[config.mk]
export PLATFORM = sky130hd
export DESIGN_NAME = planar_wr_path
export DESIGN_NICKNAME = d
export VERILOG_FILES = /design/src/rtl/planar_wr_pkg.sv /design/src/rtl/planar_wr_ctrl.sv /design/src/rtl/planar_wr_datapath.sv /design/src/rtl/planar_wr_path.sv
export SDC_FILE = /design/constraint.sdc
export NUM_CORES = 1
export LEC_CHECK = 0
export ABC_AREA = 0
export BUFFER_PORTS_ARGS = -buffer_cell sky130_fd_sc_hd__buf_2
export CAP_MARGIN = 20
export CORE_UTILIZATION = 45
export DETAILED_ROUTE_END_ITERATION = 10
export PLACE_DENSITY = 0.73
export SLEW_MARGIN = 0
export SYNTH_ARGS = -nofsm -noshare
export SYNTH_HDL_FRONTEND = slang
export SYNTH_SLANG_ARGS = --single-unit
[constraint.sdc]
create_clock -name clk -period 4.9 [get_ports clk]
set_clock_uncertainty 0.15 [all_clocks]
set_input_delay 0.98 -clock clk [delete_from_list [all_inputs] [get_ports clk]]
set_output_delay 0.98 -clock clk [all_outputs]
set_load 0.01 [all_outputs]
[src/rtl/planar_wr_pkg.sv]
package planar_wr_pkg;
  typedef enum logic [1:0] {
    MODE_STD    = 2'd0,
    MODE_EXPAND = 2'd1,
    MODE_DITHER = 2'd2,
    MODE_RSVD   = 2'd3
  } wrMode_e;

  typedef struct packed {
    logic load;
    logic expand;
    logic dither;
    logic cpuSrc;
    logic maskOn;
    logic maskCpu;
  } wrStrobes_t;
endpackage

[src/rtl/planar_wr_ctrl.sv]
module planar_wr_ctrl
  import planar_wr_pkg::*;
(
  input  logic       wrEn,
  input  logic [1:0] modeSel,
  input  logic       srcIsCpu,
  input  logic       maskEn,
  input  logic       maskFromCpu,
  output wrStrobes_t strobes
);
  wrMode_e mode;
  assign mode = wrMode_e'(modeSel);

  always_comb begin
    strobes         = '0;
    strobes.load    = wrEn;
    strobes.cpuSrc  = srcIsCpu;
    strobes.maskOn  = maskEn;
    strobes.maskCpu = maskFromCpu;
    unique case (mode)
      MODE_EXPAND: strobes.expand = 1'b1;
      MODE_DITHER: strobes.dither = 1'b1;
      default:     ;
    endcase
  end
endmodule

[src/rtl/planar_wr_datapath.sv]
module planar_wr_datapath
  import planar_wr_pkg::*;
#(
  parameter int DATA_W = 8,
  parameter int PLANES = 4,
  localparam int ROT_W = $clog2(DATA_W),
  localparam int BUS_W = DATA_W * PLANES
) (
  input  logic              clk,
  input  logic              rstN,
  input  wrStrobes_t        strobes,
  input  logic [DATA_W-1:0] cpuByte,
  input  logic [ROT_W-1:0]  rotCount,
  input  logic [DATA_W-1:0] patternReg,
  input  logic [PLANES-1:0] fgColor,
  input  logic [PLANES-1:0] bgColor,
  input  logic [BUS_W-1:0]  fgLatch,
  input  logic [DATA_W-1:0] maskReg,
  input  logic [PLANES-1:0] planeEnable,
  output logic              outValid,
  output logic [BUS_W-1:0]  planeData,
  output logic [BUS_W-1:0]  planeMask
);
  logic [2*DATA_W-1:0] doubled;
  logic [DATA_W-1:0]   rotByte;
  logic [DATA_W-1:0]   expSrc;
  logic [DATA_W-1:0]   bitMask;
  logic [BUS_W-1:0]    nextData;
  logic [BUS_W-1:0]    nextMask;

  assign doubled = {cpuByte, cpuByte} >> rotCount;
  assign rotByte = doubled[DATA_W-1:0];
  assign expSrc  = strobes.cpuSrc ? rotByte : patternReg;
  assign bitMask = !strobes.maskOn ? {DATA_W{1'b1}}
                 : (strobes.maskCpu ? rotByte : maskReg);

  for (genvar p = 0; p < PLANES; p++) begin : g_plane
    logic [DATA_W-1:0] expanded;
    assign expanded = (expSrc & {DATA_W{fgColor[p]}}) |
                      (~expSrc & {DATA_W{bgColor[p]}});

    always_comb begin
      if (strobes.dither)
        nextData[p*DATA_W +: DATA_W] = fgLatch[p*DATA_W +: DATA_W];
      else if (strobes.expand)
        nextData[p*DATA_W +: DATA_W] = expanded;
      else
        nextData[p*DATA_W +: DATA_W] = rotByte;
    end

    assign nextMask[p*DATA_W +: DATA_W] = bitMask & {DATA_W{planeEnable[p]}};
  end

  always_ff @(posedge clk) begin
    if (!rstN) begin
      outValid  <= 1'b0;
      planeData <= '0;
      planeMask <= '0;
    end else begin
      outValid <= strobes.load;
      if (strobes.load) begin
        planeData <= nextData;
        planeMask <= nextMask;
      end
    end
  end
endmodule

[src/rtl/planar_wr_path.sv]
module planar_wr_path
  import planar_wr_pkg::*;
#(
  parameter int DATA_W = 8,
  parameter int PLANES = 4
) (
  input  logic                       clk,
  input  logic                       rstN,
  input  logic                       wrEn,
  input  logic [DATA_W-1:0]          cpuByte,
  input  logic [$clog2(DATA_W)-1:0]  rotCount,
  input  logic [1:0]                 modeSel,
  input  logic                       srcIsCpu,
  input  logic [DATA_W-1:0]          patternReg,
  input  logic [PLANES-1:0]          fgColor,
  input  logic [PLANES-1:0]          bgColor,
  input  logic [DATA_W*PLANES-1:0]   fgLatch,
  input  logic                       maskEn,
  input  logic                       maskFromCpu,
  input  logic [DATA_W-1:0]          maskReg,
  input  logic [PLANES-1:0]          planeEnable,
  output logic                       outValid,
  output logic [DATA_W*PLANES-1:0]   planeData,
  output logic [DATA_W*PLANES-1:0]   planeMask
);
  wrStrobes_t strobes;

  planar_wr_ctrl u_ctrl (
    .wrEn        (wrEn),
    .modeSel     (modeSel),
    .srcIsCpu    (srcIsCpu),
    .maskEn      (maskEn),
    .maskFromCpu (maskFromCpu),
    .strobes     (strobes)
  );

  planar_wr_datapath #(.DATA_W(DATA_W), .PLANES(PLANES)) u_dp (
    .clk         (clk),
    .rstN        (rstN),
    .strobes     (strobes),
    .cpuByte     (cpuByte),
    .rotCount    (rotCount),
    .patternReg  (patternReg),
    .fgColor     (fgColor),
    .bgColor     (bgColor),
    .fgLatch     (fgLatch),
    .maskReg     (maskReg),
    .planeEnable (planeEnable),
    .outValid    (outValid),
    .planeData   (planeData),
    .planeMask   (planeMask)
  );
endmodule

# --- After elaboration in Yosys (flattened, before gate mapping) ---
# Cells that the tools add are included.
# W data, S select, Z words.
word_totals:
  register_bits: 65
  word_cells: 36
  input_bits: 79
op_classes:
  n_mux: 13
  shifts: 1
  eq_ne: 2
  bitwise_logic: 17
ops:
  columns: ["cell", "count"]
  rows:
  - ["$and A8 B8 Y8", 12]
  - ["$mux W8", 11]
  - ["$or A8 B8 Y8", 4]
  - ["$shr A16 B3 Y8", 1]
  - ["$not A8 Y8", 1]
  - ["$eq A2 B1 Y1 const B", 1]
  - ["$eq A2 B2 Y1 const B", 1]
  - ["$mux W1", 2]

# --- Logic depth before layout (Yosys ltp) ---
# Gate-level depths: netlist of the first run.
logic_depth:
  depth_word: 7
  ltp_mapped: 7
  ltp_nobuf: 4

# --- Hierarchy ---
# Synthesis of the first run repeated with hierarchy kept, for this count alone.
hier_totals:
  hier_cells: 465
  hier_area_um2: 4279.1
modules_own_cells:
  columns: ["module", "n_inst", "cells_each", "area_per_inst_um2"]
  rows:
  - ["planar_wr_datapath", 1, 459, 4234.1]
  - ["planar_wr_ctrl", 1, 6, 45.0]

# --- Worst setup path after synthesis of the first run ---
# OpenSTA, ideal clock, no wires.
synth_timing:
  path_kind: "input to register"
  startpoint: "in rotCount[1]"
  endpoint: "reg u_dp.planeData[12]"
  required_time_ns: 4.628
  setup_ns: 0.122
  t_arrival_ns: 2.384
  path_stages: 5
  slack_ns: 2.244
  path_cell_list: "buf_6 > mux4_2 > mux2i_4 > mux2_2 > a2bb2oi_2"
synth_via:
  elab_chain_len: 7
  word_cells_on_any_way: 8
  classes_between: "1 x shift; 3 x mux; 4 x bitwise"
synth_lines:
  columns: ["item", "line_no", "source"]
  rows:
  - ["from (decl)", "planar_wr_path.sv:11", "input logic [$clog2(DATA_W)-1:0] rotCount,"]
  - ["$shr A16 B3 Y8 *", "planar_wr_datapath.sv:31", "assign doubled = {cpuByte, cpuByte} >> rotCount;"]
  - ["$mux W8", "planar_wr_datapath.sv:33", "assign expSrc = strobes.cpuSrc ? rotByte : patternReg;"]
  - ["$not A8 Y8", "planar_wr_datapath.sv:40", "(~expSrc & {DATA_W{bgColor[p]}});"]
  - ["$and A8 B8 Y8", "planar_wr_datapath.sv:40", null]
  - ["$or A8 B8 Y8", "planar_wr_datapath.sv:39", "assign expanded = (expSrc & {DATA_W{fgColor[p]}}) |"]
  - ["$mux W8 *", "planar_wr_datapath.sv:45", "else if (strobes.expand)"]
  - ["$mux W8 *", "planar_wr_datapath.sv:43", "if (strobes.dither)"]
  - ["to (signal assigned)", "planar_wr_datapath.sv:62", "planeData <= nextData;"]
  - ["to (decl)", "planar_wr_datapath.sv:21", "output logic [BUS_W-1:0] planeData,"]
# Every way passes the cells marked *; elsewhere a longest branch is shown, timed or not.
# A chain may end at the register's enable or synchronous reset.

# --- Worst setup path in the final report of the first run ---
layout_timing:
  startpoint: "in rotCount[1]"
  endpoint: "reg u_dp.planeData[13]"
# The elaborated chain is that of the path after synthesis.

==> results of run 1 <==
logic make-up after synthesis:
| kind of cell | after synthesis |
|---|---|
| compound gates | 160 |
| simple gates | 77 |
| buf+inv | 40 |
| flops | 65 |
| mux | 80 |
worst paths after layout:
| path | slack, ps | cells after the start | endpoint | startpoint |
|---|---|---|---|---|
| hold reg to reg | 320 | 2 | u_dp.planeMask[21] | u_dp.planeMask[21] |
| setup / recovery | 2260 | 5 | u_dp.planeData[13] | rotCount[1] |
| setup reg to reg | 3940 | 3 | u_dp.planeData[1] | u_dp.planeData[1] |
| hold / removal | 320 | 2 | u_dp.planeMask[21] | u_dp.planeMask[21] |
metrics by stage:
stage,cells,setup WS (ps),total power [mW]
finish,653,2260,1.49
detailed placement,635,1590,1.02
global route,653,2230,1.54
CTS,651,1960,1.48
floorplan,422,2240,0.883
global placement,634,1660,1.00
flip-flops by register name, summed over array words and instances, names as in the netlist:
name            cells
u_dp.outValid       1
u_dp.planeMask     32
u_dp.planeData     32
metal layers:
| metal | up-vias | part of all wire (%) |
|---|---|---|
| met3 | 27 | 7.6 |
| met4 | 0 | 2.3 |
| met2 | 196 | 49 |
| met5 | - | 0 |
| li1 | 1815 | - |
| met1 | 1861 | 42 |
worst register-to-register path, delay by kind of cell (launching register included):
family | cells | cell delay (ps)
flip-flops | 1 | 320
AO/OA/AOI/OAI | 2 | 280
AND/OR/NAND/NOR | 1 | 100
placed cells by master, fill, tap and decap left out, drive strengths merged:
cell,n
dfxtp,65
a21oi,32
clkinv,3
a2bb2oi,32
buf,147
mux4,8
nand2,44
nor2,12
mux2,32
and2,9
mux2i,40
o31ai,32
nor2b,2
clkbuf,9
bufinv,1
nand2b,2
nand4b,4
inv,3
nand3,4
o21ai,64
power by group:
group	total (mW)	leakage (nW)	internal [mW]	switching, mW
Clock	0.480	0.104	0.240	0.240
Sequential	0.597	0.536	0.573	0.0243
Combinational	0.412	1.50	0.198	0.214
cell type report:
cell class	instances	area (um^2)
fill	763	3710
multi-input combinational	317	2600
sequential	65	1300
timing repair buffer	147	777
tap	108	135
clock buffer	9	124
clock inverter	7	75.1
==> metrics.md, run 1 <==
| Metric | Value |
|---|---|
| Final GP Congestion | 0.849 |
| Final Hold Vio Count | 0 |
| GRT busiest layer | met2 |
| Cell accounting for the most synthesized area | dfxtp_1 |
| Nets | 619 |
| CP Data Required Time | 4980 ps |
| RSZ-0062 raised after global routing | no |
| Arr. time, crit path | 2720 ps |
| Pre-antenna DRT Iters | 5 |
| Relative slew slack | 27.3% |
| Post-CTS setup buffers | 0 |
| Starting density of the core | 46.6% |
| Share of cells above drive strength 1 | 41.8% |
| Clock Tree Root | clkbuf_8 |
| DIE WIDTH | 97.0 um |
| Setup TNS | 0 ps |
| Synth cell types | 23 |
| DR vias/cell | 5.97 |
| Crit-path slowest cell | mux4_2 |
| Synth Area in Compound Gates | 29.6% |
| CTS sink cnt | 65 |
| VDD IR max | 0.161 mV |
| First-pass GRT wire length | 19100 um |
| Status | finished clean |
| Final Setup Violations | 0 |
| Post-CTS Hold Fix Bufs | 0 |
| Post-Synth Simple-Gate Area | 8.54% |
| Area share of the largest cell type after synthesis | 32.0% |
| CTS tree | yes |
| Finished Cell Area | 5010 um^2 |
| Count of input and output buffers | 143 |
| Least-Margin Pin Slew | 1090 ps |
| Site Rows | 34 |
| Commonest cells post-synth | dfxtp_1 (65), o21ai_0 (56), nand2_1 (44) |
| Post-Place Cell Area | 4780 um^2 |
| Grt total ovfl | 0 |
| Setup CP Type | input port to register |
| Crit path max fanout | 8 |
| Largest family of logic cells by synthesized area | compound AO/OA/AOI/OAI gates |
| Per-cell routed wire length | 18.9 um |
| Tcrit/Tclk final | 53.8% |
| Top-count cell post-synth | dfxtp_1 |
| H-tree levels | 3 |
| Crit path cell chain | buf_2 > mux4_2 > mux2i_4 > mux2_2 > a2bb2oi_2 |
| Clk slew on worst S/H paths | 80 ps |
| Max Cap Viol | 0 |
| Final ANT Viol Nets | 0 |
| Synthesized instance count | 422 |
| Layout Area Growth over Synthesis | 23.4% |
| Worst skew pair latency | 350 ps |
| Min Tclk post-route | 2640 ps |
| Via count | 3899 |
| M2 GR Usage | 44.5% |
| Post-cts resize count | 0 |
| EDFF count, synth | 0 |
| Mux share of post-synthesis cell area | 25.6% |
| CP Buf/Inv Count | 1 |
| Number of global-route vias before repair | 3674 |
| # DRC | 0 |
| Path type of the worst min-delay path | register to register |
| Initial antenna violation count | 0 |
| Syn_area_per_cell | 9.62 um^2 |
| Pins Over Slew Limit | 0 |
| Post-synthesis xor/xnor area fraction | 0% |
| Yosys reg bits | 65 |
| Asr flop ratio synth | 0% |
| Worst Hold Margin | 322 ps |
| Post-synthesis sequential area ratio | 32.0% |
| Die Ht | 97.0 um |
| Crit end category | register |
| # diodes | 0 |
| Adder-Cell Fraction of Synth Area | 0% |
| Max Fclk | 0.379 GHz |
| DRC marker count from the first detailed-route iteration | 144 |
| Largest net degree at the start of global routing | 37 |
| Total wire length | 12300 um |
| Ys flop type | dfxtp_1 |
| Total track usage | 25.5% |
| Top delay family on crit path | multiplexers |
| Post-DP HPWL | 8840 um |
| Pleak | 2.14 nW |
| Core Region | 8720 um^2 |
| CTS Buffer Depth | 2 |
| Met3 usage | 4.77% |
| Cell Area, Synth | 4060 um^2 |
| Synth top area cells | dfxtp_1 (32%), a2bb2oi_2 (12%), mux2i_1 (7.9%) |
| Pwr Density | 297 nW/um^2 |
| Worst setup SP type | input port |
| Max incr delay on CP | 600 ps |
| Post-Syn Nets | 501 |
| Number of buffers created by CTS | 9 |
| Finished Core Util | 57.4% |
| Die Area | 9410 um^2 |
| # IOs | 144 |
| Warnings from Yosys | 0 |
| Met1 usage | 31.0% |
Power figures use the tool's default switching activity.
==> inputs of run 2 (changes only) <==
--- a/config.mk
+++ b/config.mk
@@ -5,12 +5,12 @@
 export SDC_FILE = /design/constraint.sdc
 export NUM_CORES = 1
 export LEC_CHECK = 0
-export ABC_AREA = 0
+export ABC_AREA = 1
 export BUFFER_PORTS_ARGS = -buffer_cell sky130_fd_sc_hd__buf_2
 export CAP_MARGIN = 20
 export CORE_UTILIZATION = 45
 export DETAILED_ROUTE_END_ITERATION = 10
-export PLACE_DENSITY = 0.73
+export PLACE_DENSITY = 0.77
 export SLEW_MARGIN = 0
 export SYNTH_ARGS = -nofsm -noshare
 export SYNTH_HDL_FRONTEND = slang
==> constraint.sdc (replaced) <==
create_clock -name clk -period 2.1 [get_ports clk]
set_clock_uncertainty 0.15 [all_clocks]
set_input_delay 0.42 -clock clk [delete_from_list [all_inputs] [get_ports clk]]
set_output_delay 0.42 -clock clk [all_outputs]
set_load 0.01 [all_outputs]
==> metrics.md, run 2 <==
| Metric | Value |
|---|---|
| Cell Area, Synth | 3940 um^2 |
| Switching part of the total | 32.3% |
| Top-count cell post-synth | nand2_1 |
| Cell Count, Final, Fillers Out | 870 |
| First-pass GRT wire length | 20600 um |
| Sw power | 1.15 mW |
| CTS Buffer Depth | 2 |
| Final Setup Violations | 0 |
| Max Fclk | 0.605 GHz |
| Largest registers | u_dp.planeData x32, u_dp.planeMask x32, u_dp.outValid x1 |
| Starting density of the core | 47.2% |
| Arr. time, crit path | 1730 ps |
| Combinational power share | 23.9% |
| Max Cap Viol | 0 |
| DRC marker count from the first detailed-route iteration | 288 |
| R2R Setup Slk | 1250 ps |
| Cell accounting for the most synthesized area | dfxtp_1 |
| Warnings from Yosys | 0 |
| Worst hold start | rstN |
| Hold Path Sink | u_dp.outValid |
| Via count | 4740 |
| Min Tclk post-route | 1650 ps |
| Status | finished clean |
| Synthesized instance count | 628 |
| Die Area | 9130 um^2 |
| Post-DP HPWL | 9840 um |
| Number of global-route vias before repair | 4327 |
| Synth cell types | 18 |
| Post-Syn Nets | 707 |
| Internal power | 2.42 mW |
| Count of input and output buffers | 143 |
| Reg2reg end | u_dp.planeData[0] |
| RSZ-0062 raised after global routing | no |
| Syn_area_per_cell | 6.27 um^2 |
| Sequential share of power | 38.0% |
| Post-cts resize count | 0 |
| DR vias/cell | 5.45 |
| Per-cell routed wire length | 15.3 um |
| Synth top area cells | dfxtp_1 (33%), nand2_1 (19%), nand3_1 (18%) |
| Final ANT Viol Nets | 0 |
| Cell total after placement | 854 |
| CTS sink cnt | 65 |
| Clock power share | 38.1% |
| Pre-antenna DRT Iters | 5 |
| Clock Tree Root | clkbuf_8 |
| Post-CTS Hold Fix Bufs | 0 |
| Layout Area Growth over Synthesis | 26.6% |
| Max incr delay on CP | 320 ps |
| H-tree levels | 3 |
| Post-Place Cell Area | 4740 um^2 |
| Post-CTS setup buffers | 0 |
| Largest net degree at the start of global routing | 65 |
| Asr flop ratio synth | 0% |
| CTS tree | yes |
| RR Startpoint | u_dp.planeData[0] |
| Depth of the most critical reg-to-reg path | 2 |
| Multi-input logic area | 2280 um^2 |
| Layout fillers | 855 |
| DIE WIDTH | 95.6 um |
| Total power | 3.57 mW |
| Total track usage | 29.6% |
| Area share of the largest cell type after synthesis | 33.0% |
| Core Region | 8340 um^2 |
| Share of cells above drive strength 1 | 29.7% |
| Ys flop type | dfxtp_1 |
| Crit path cell chain | buf_2 > inv_8 > nand2_2 > nand3_2 > nand3_1 > nand2_2 > a21oi_1 > nand2_1 > nand2_1 > a21oi_1 |
| Crit end category | register |
| Most frequent cells in the layout | nand2_1 (199), buf_2 (143), nand3_1 (140) |
| Setup TNS | 0 ps |
| # IOs | 144 |
| Initial antenna violation count | 0 |
| Total wire length | 13300 um |
| Path type of the worst min-delay path | input port to register |
| Worst setup SP type | input port |
| EDFF count, synth | 0 |
| Nets | 839 |
| Crit path max fanout | 9 |
| # diodes | 0 |
| # DRC | 0 |
| Tcrit/Tclk final | 78.7% |
| Number of buffers created by CTS | 9 |
| Final Hold Vio Count | 0 |
| Hold depth | 3 |
| Clk slew on worst S/H paths | 80 ps |
| Leading cell type in the layout, fill and taps excluded | nand2_1 |
| Commonest cells post-synth | nand2_1 (199), nand3_1 (140), dfxtp_1 (65) |
| Crit path from | rotCount[0] |
| Crit-path slowest cell | a21oi_1 |
| Least-Margin Pin Slew | 391 ps |
| VDD IR max | 0.400 mV |
| Final GP Congestion | 0.919 |
| Worst skew pair latency | 350 ps |
| Setup CP Type | input port to register |
| Grt total ovfl | 0 |
| CP Data Required Time | 2180 ps |
| Relative slew slack | 73.9% |
| Finished Cell Area | 4980 um^2 |
| Die Ht | 95.6 um |
| Pins Over Slew Limit | 0 |
| Pwr Density | 717 nW/um^2 |
| Site Rows | 33 |
| Pleak | 2.55 nW |
| Post-synthesis sequential area ratio | 33.0% |
| Yosys reg bits | 65 |
| Register area | 1300 um^2 |
==> run 2: changes by cell type in the layout (fill, tap and decap cells not counted), moves of 20 or more <==
cell,change
nand2_1,+155
nand3_1,+136
inv_1,+50
a2bb2oi_2,-32
mux2i_1,-32
o31ai_1,-32
o21ai_0,-24
nand2_2,+23
a21oi_1,+20
a21oi_2,+20
==> run 2: how the worst max path moves through the flow <==
stage / endpoint / slack (ps) / cells past startpoint
2_1_floorplan: u_dp.planeData[12] / 500 / 9
3_3_place_gp: u_dp.planeData[1] / 160 / 10
3_5_place_dp: u_dp.planeData[1] / 130 / 10
4_1_cts: u_dp.planeData[3] / 490 / 10
5_1_grt: u_dp.planeData[28] / 350 / 10
6_report: u_dp.planeData[3] / 450 / 10
==> run 2: final cells by class <==
cell class                 count  area share, %
timing repair buffer         150           16.2
sequential                    65           26.1
multi-input combinational    479           45.8
inverter                      55           4.29
tap                          105           2.64
clock buffer                   9           2.48
clock inverter                 7           2.51
==> run 2: logic make-up after synthesis <==
| logic type | share of synthesized area [%] |
|---|---|
| AO/OA/AOI/OAI | 15.1 |
| buffers and inverters | 9.05 |
| flip-flops | 33.0 |
| AND/OR/NAND/NOR | 42.8 |
==> run 2: per-layer routing <==
layer	routed length (um)	track usage [%]	share of wire (%)	up-vias
met5	0	0	0	-
met4	292	11.1	2.2	0
met3	1070	5.10	8.0	30
met2	6330	52.1	47	236
met1	5640	35.7	42	2143
li1	-	-	-	2331
==> run 2: critical path: cells and delay by family <==
family	cells	cell delay [ps]
compound gates	2	380
buf+inv	2	280
simple gates	6	640
==> run 2: through the flow <==
| step | worst slack (ps) | hold slack [ps] | util [%] |
|---|---|---|---|
| floorplan | 496 | 338 | - |
| global placement | 158 | 298 | 56.8 |
| detailed placement | 128 | 303 | 56.8 |
| CTS | 491 | 116 | 59.8 |
| global route | 350 | 115 | 59.8 |
| finish | 447 | 125 | 59.8 |
==> run 2: power by group through the flow <==
stage	registers [mW]	logic (mW)	clock network, mW
floorplan	1.42	0.497	0
global placement	1.38	0.827	0
detailed placement	1.39	0.841	0
CTS	1.36	0.846	1.38
global route	1.37	0.943	1.42
finish	1.36	0.854	1.36
==> inputs of run 3 (changes only) <==
==> constraint.sdc (replaced) <==
create_clock -name clk -period 1.5 [get_ports clk]
set_clock_uncertainty 0.15 [all_clocks]
set_input_delay 0.3 -clock clk [delete_from_list [all_inputs] [get_ports clk]]
set_output_delay 0.3 -clock clk [all_outputs]
set_load 0.01 [all_outputs]
==> metrics.md, run 3 (synthesis results as in run 2) <==
| Metric | Value |
|---|---|
| Status | finished clean |
| Internal power | 3.10 mW |
| Clk slew on worst S/H paths | 80 ps |
| Layout fillers | 818 |
| Pins Over Slew Limit | 0 |
| Crit path max fanout | 9 |
| Worst Hold Margin | 27.2 ps |
| Min Tclk post-route | 1440 ps |
| R2R Setup Slk | 670 ps |
| Sw power | 1.62 mW |
| Via count | 4770 |
| Arr. time, crit path | 1520 ps |
| DR vias/cell | 5.39 |
| Met1 usage | 34.4% |
| Nets | 854 |
| First-pass GRT wire length | 20400 um |
| Path type of the worst min-delay path | input port to register |
| Share of cells above drive strength 1 | 32.7% |
| Finished Cell Area | 5140 um^2 |
| Final ANT Viol Nets | 0 |
| Max Cap Viol | 0 |
| Number of global-route vias before repair | 4292 |
| Worst skew pair latency | 350 ps |
| M2 GR Usage | 52.5% |
| Total power | 4.73 mW |
| Total track usage | 29.1% |
| Clock power share | 32.8% |
| Initial antenna violation count | 0 |
| Cell Count, Final, Fillers Out | 885 |
| Layout Area Growth over Synthesis | 30.5% |
| Die Ht | 95.6 um |
| H-tree levels | 3 |
| Total wire length | 13300 um |
| Site Rows | 33 |
| Max Fclk | 0.696 GHz |
| Pre-antenna DRT Iters | 5 |
| Leading cell type in the layout, fill and taps excluded | nand2_1 |
| Crit end category | register |
| Worst hold start | rstN |
| Number of buffers created by CTS | 9 |
| Finished Core Util | 61.6% |
| GRT busiest layer | met2 |
| RR Startpoint | u_dp.planeData[0] |
| Die Area | 9130 um^2 |
| # IOs | 144 |
| Largest registers | u_dp.planeData x32, u_dp.planeMask x32, u_dp.outValid x1 |
| Starting density of the core | 47.2% |
| # DRC | 0 |
| CTS tree | yes |
| Core Region | 8340 um^2 |
| CTS Buffer Depth | 2 |
| Depth of the most critical reg-to-reg path | 2 |
| Combinational power share | 26.9% |
| Hold Path Sink | u_dp.outValid |
| Pwr Density | 919 nW/um^2 |
| DRC marker count from the first detailed-route iteration | 240 |
| VDD IR max | 0.651 mV |
| Post-DP HPWL | 9900 um |
| Met3 usage | 6.22% |
| Least-Margin Pin Slew | 363 ps |
| Clock Tree Root | clkbuf_8 |
| Cell total after placement | 869 |
| Relative slew slack | 75.7% |
| Post-Place Cell Area | 4870 um^2 |
| # diodes | 0 |
| Final Hold Vio Count | 0 |
| CP Data Required Time | 1580 ps |
| Hold depth | 3 |
| Tcrit/Tclk final | 95.8% |
| Reg2reg end | u_dp.planeData[0] |
| DIE WIDTH | 95.6 um |
| Setup CP Type | input port to register |
| Largest net degree at the start of global routing | 65 |
| CTS sink cnt | 65 |
| Final GP Congestion | 0.956 |
| Sequential share of power | 40.3% |
| Worst setup SP type | input port |
| Grt total ovfl | 0 |
| Final Setup Violations | 0 |
| Pleak | 2.62 nW |
| Most frequent cells in the layout | nand2_1 (199), buf_2 (142), nand3_1 (128) |
| Switching part of the total | 34.3% |
| Count of input and output buffers | 143 |
| Per-cell routed wire length | 15.1 um |
| RSZ-0062 raised after global routing | yes |
==> run 3: cell count changes in the layout (fill, tap and decap cells not counted), sizes merged <==
cell	change
clkbuf	+1
clkinvlp	+4
buf	+14
bufinv	-2
clkinv	-2
==> run 3: area by class of cell <==
| type | instances | area, um^2 | area share (%) |
|---|---|---|---|
| Clock buffer | 9 | 124 | 2.41 |
| Clock inverter | 7 | 77.6 | 1.51 |
| Inverter | 55 | 214 | 4.16 |
| Multi-Input combinational cell | 479 | 2350 | 45.7 |
| Sequential cell | 65 | 1300 | 25.3 |
| Tap cell | 105 | 131 | 2.56 |
| Timing Repair Buffer | 165 | 946 | 18.4 |
==> run 3: stage by stage <==
step	TNS, ps	setup WS [ps]
after floorplan	0	15.6
after global routing	-53.4	-11.2
after global placement	-12460	-263
after CTS	0	65.9
after detailed placement	-13570	-283
final	0	63.6
==> run 3: worst max-delay path by stage <==
stage | start | end | slack, ps | cells past startpoint
2_1_floorplan | rotCount[1] | u_dp.planeData[12] | 20 | 9
3_3_place_gp | rotCount[0] | u_dp.planeData[6] | -260 | 11
3_5_place_dp | rotCount[0] | u_dp.planeData[1] | -280 | 10
4_1_cts | rotCount[0] | u_dp.planeData[2] | 70 | 10
5_1_grt | rotCount[0] | u_dp.planeData[27] | -10 | 12
6_report | rotCount[0] | u_dp.planeData[1] | 60 | 11
==> run 3: power groups by stage <==
stage          clock network, mW  registers (mW)  logic, mW
2_1_floorplan                  0            1.99      0.695
3_3_place_gp                   0            1.94       1.21
3_5_place_dp                   0            1.94       1.23
4_1_cts                     1.57            1.90       1.24
5_1_grt                     1.65            1.92       1.40
6_report                    1.55            1.90       1.27
==> run 3: layer usage <==
metal	part of all wire [%]	wire length [um]
met2	49	6580
met1	41	5530
met4	1.8	238
met5	0	0
met3	7.3	977
==> run 3: critical path, cell delays in order <==
cell and delay (ps):
clkbuf_4 190, inv_8 60, nand2_2 70, nand3_1 100, nand3_1 160, nand2_2 110, a21oi_1 170, buf_4 160
nand2_1 60, nand2_1 90, a21oi_2 60
==> run 3: timing repair <==
action,CTS,global route
setup buffers,0,0
hold buffers,0,0
setup endpoints to repair,0,23
gates resized for setup,0,14
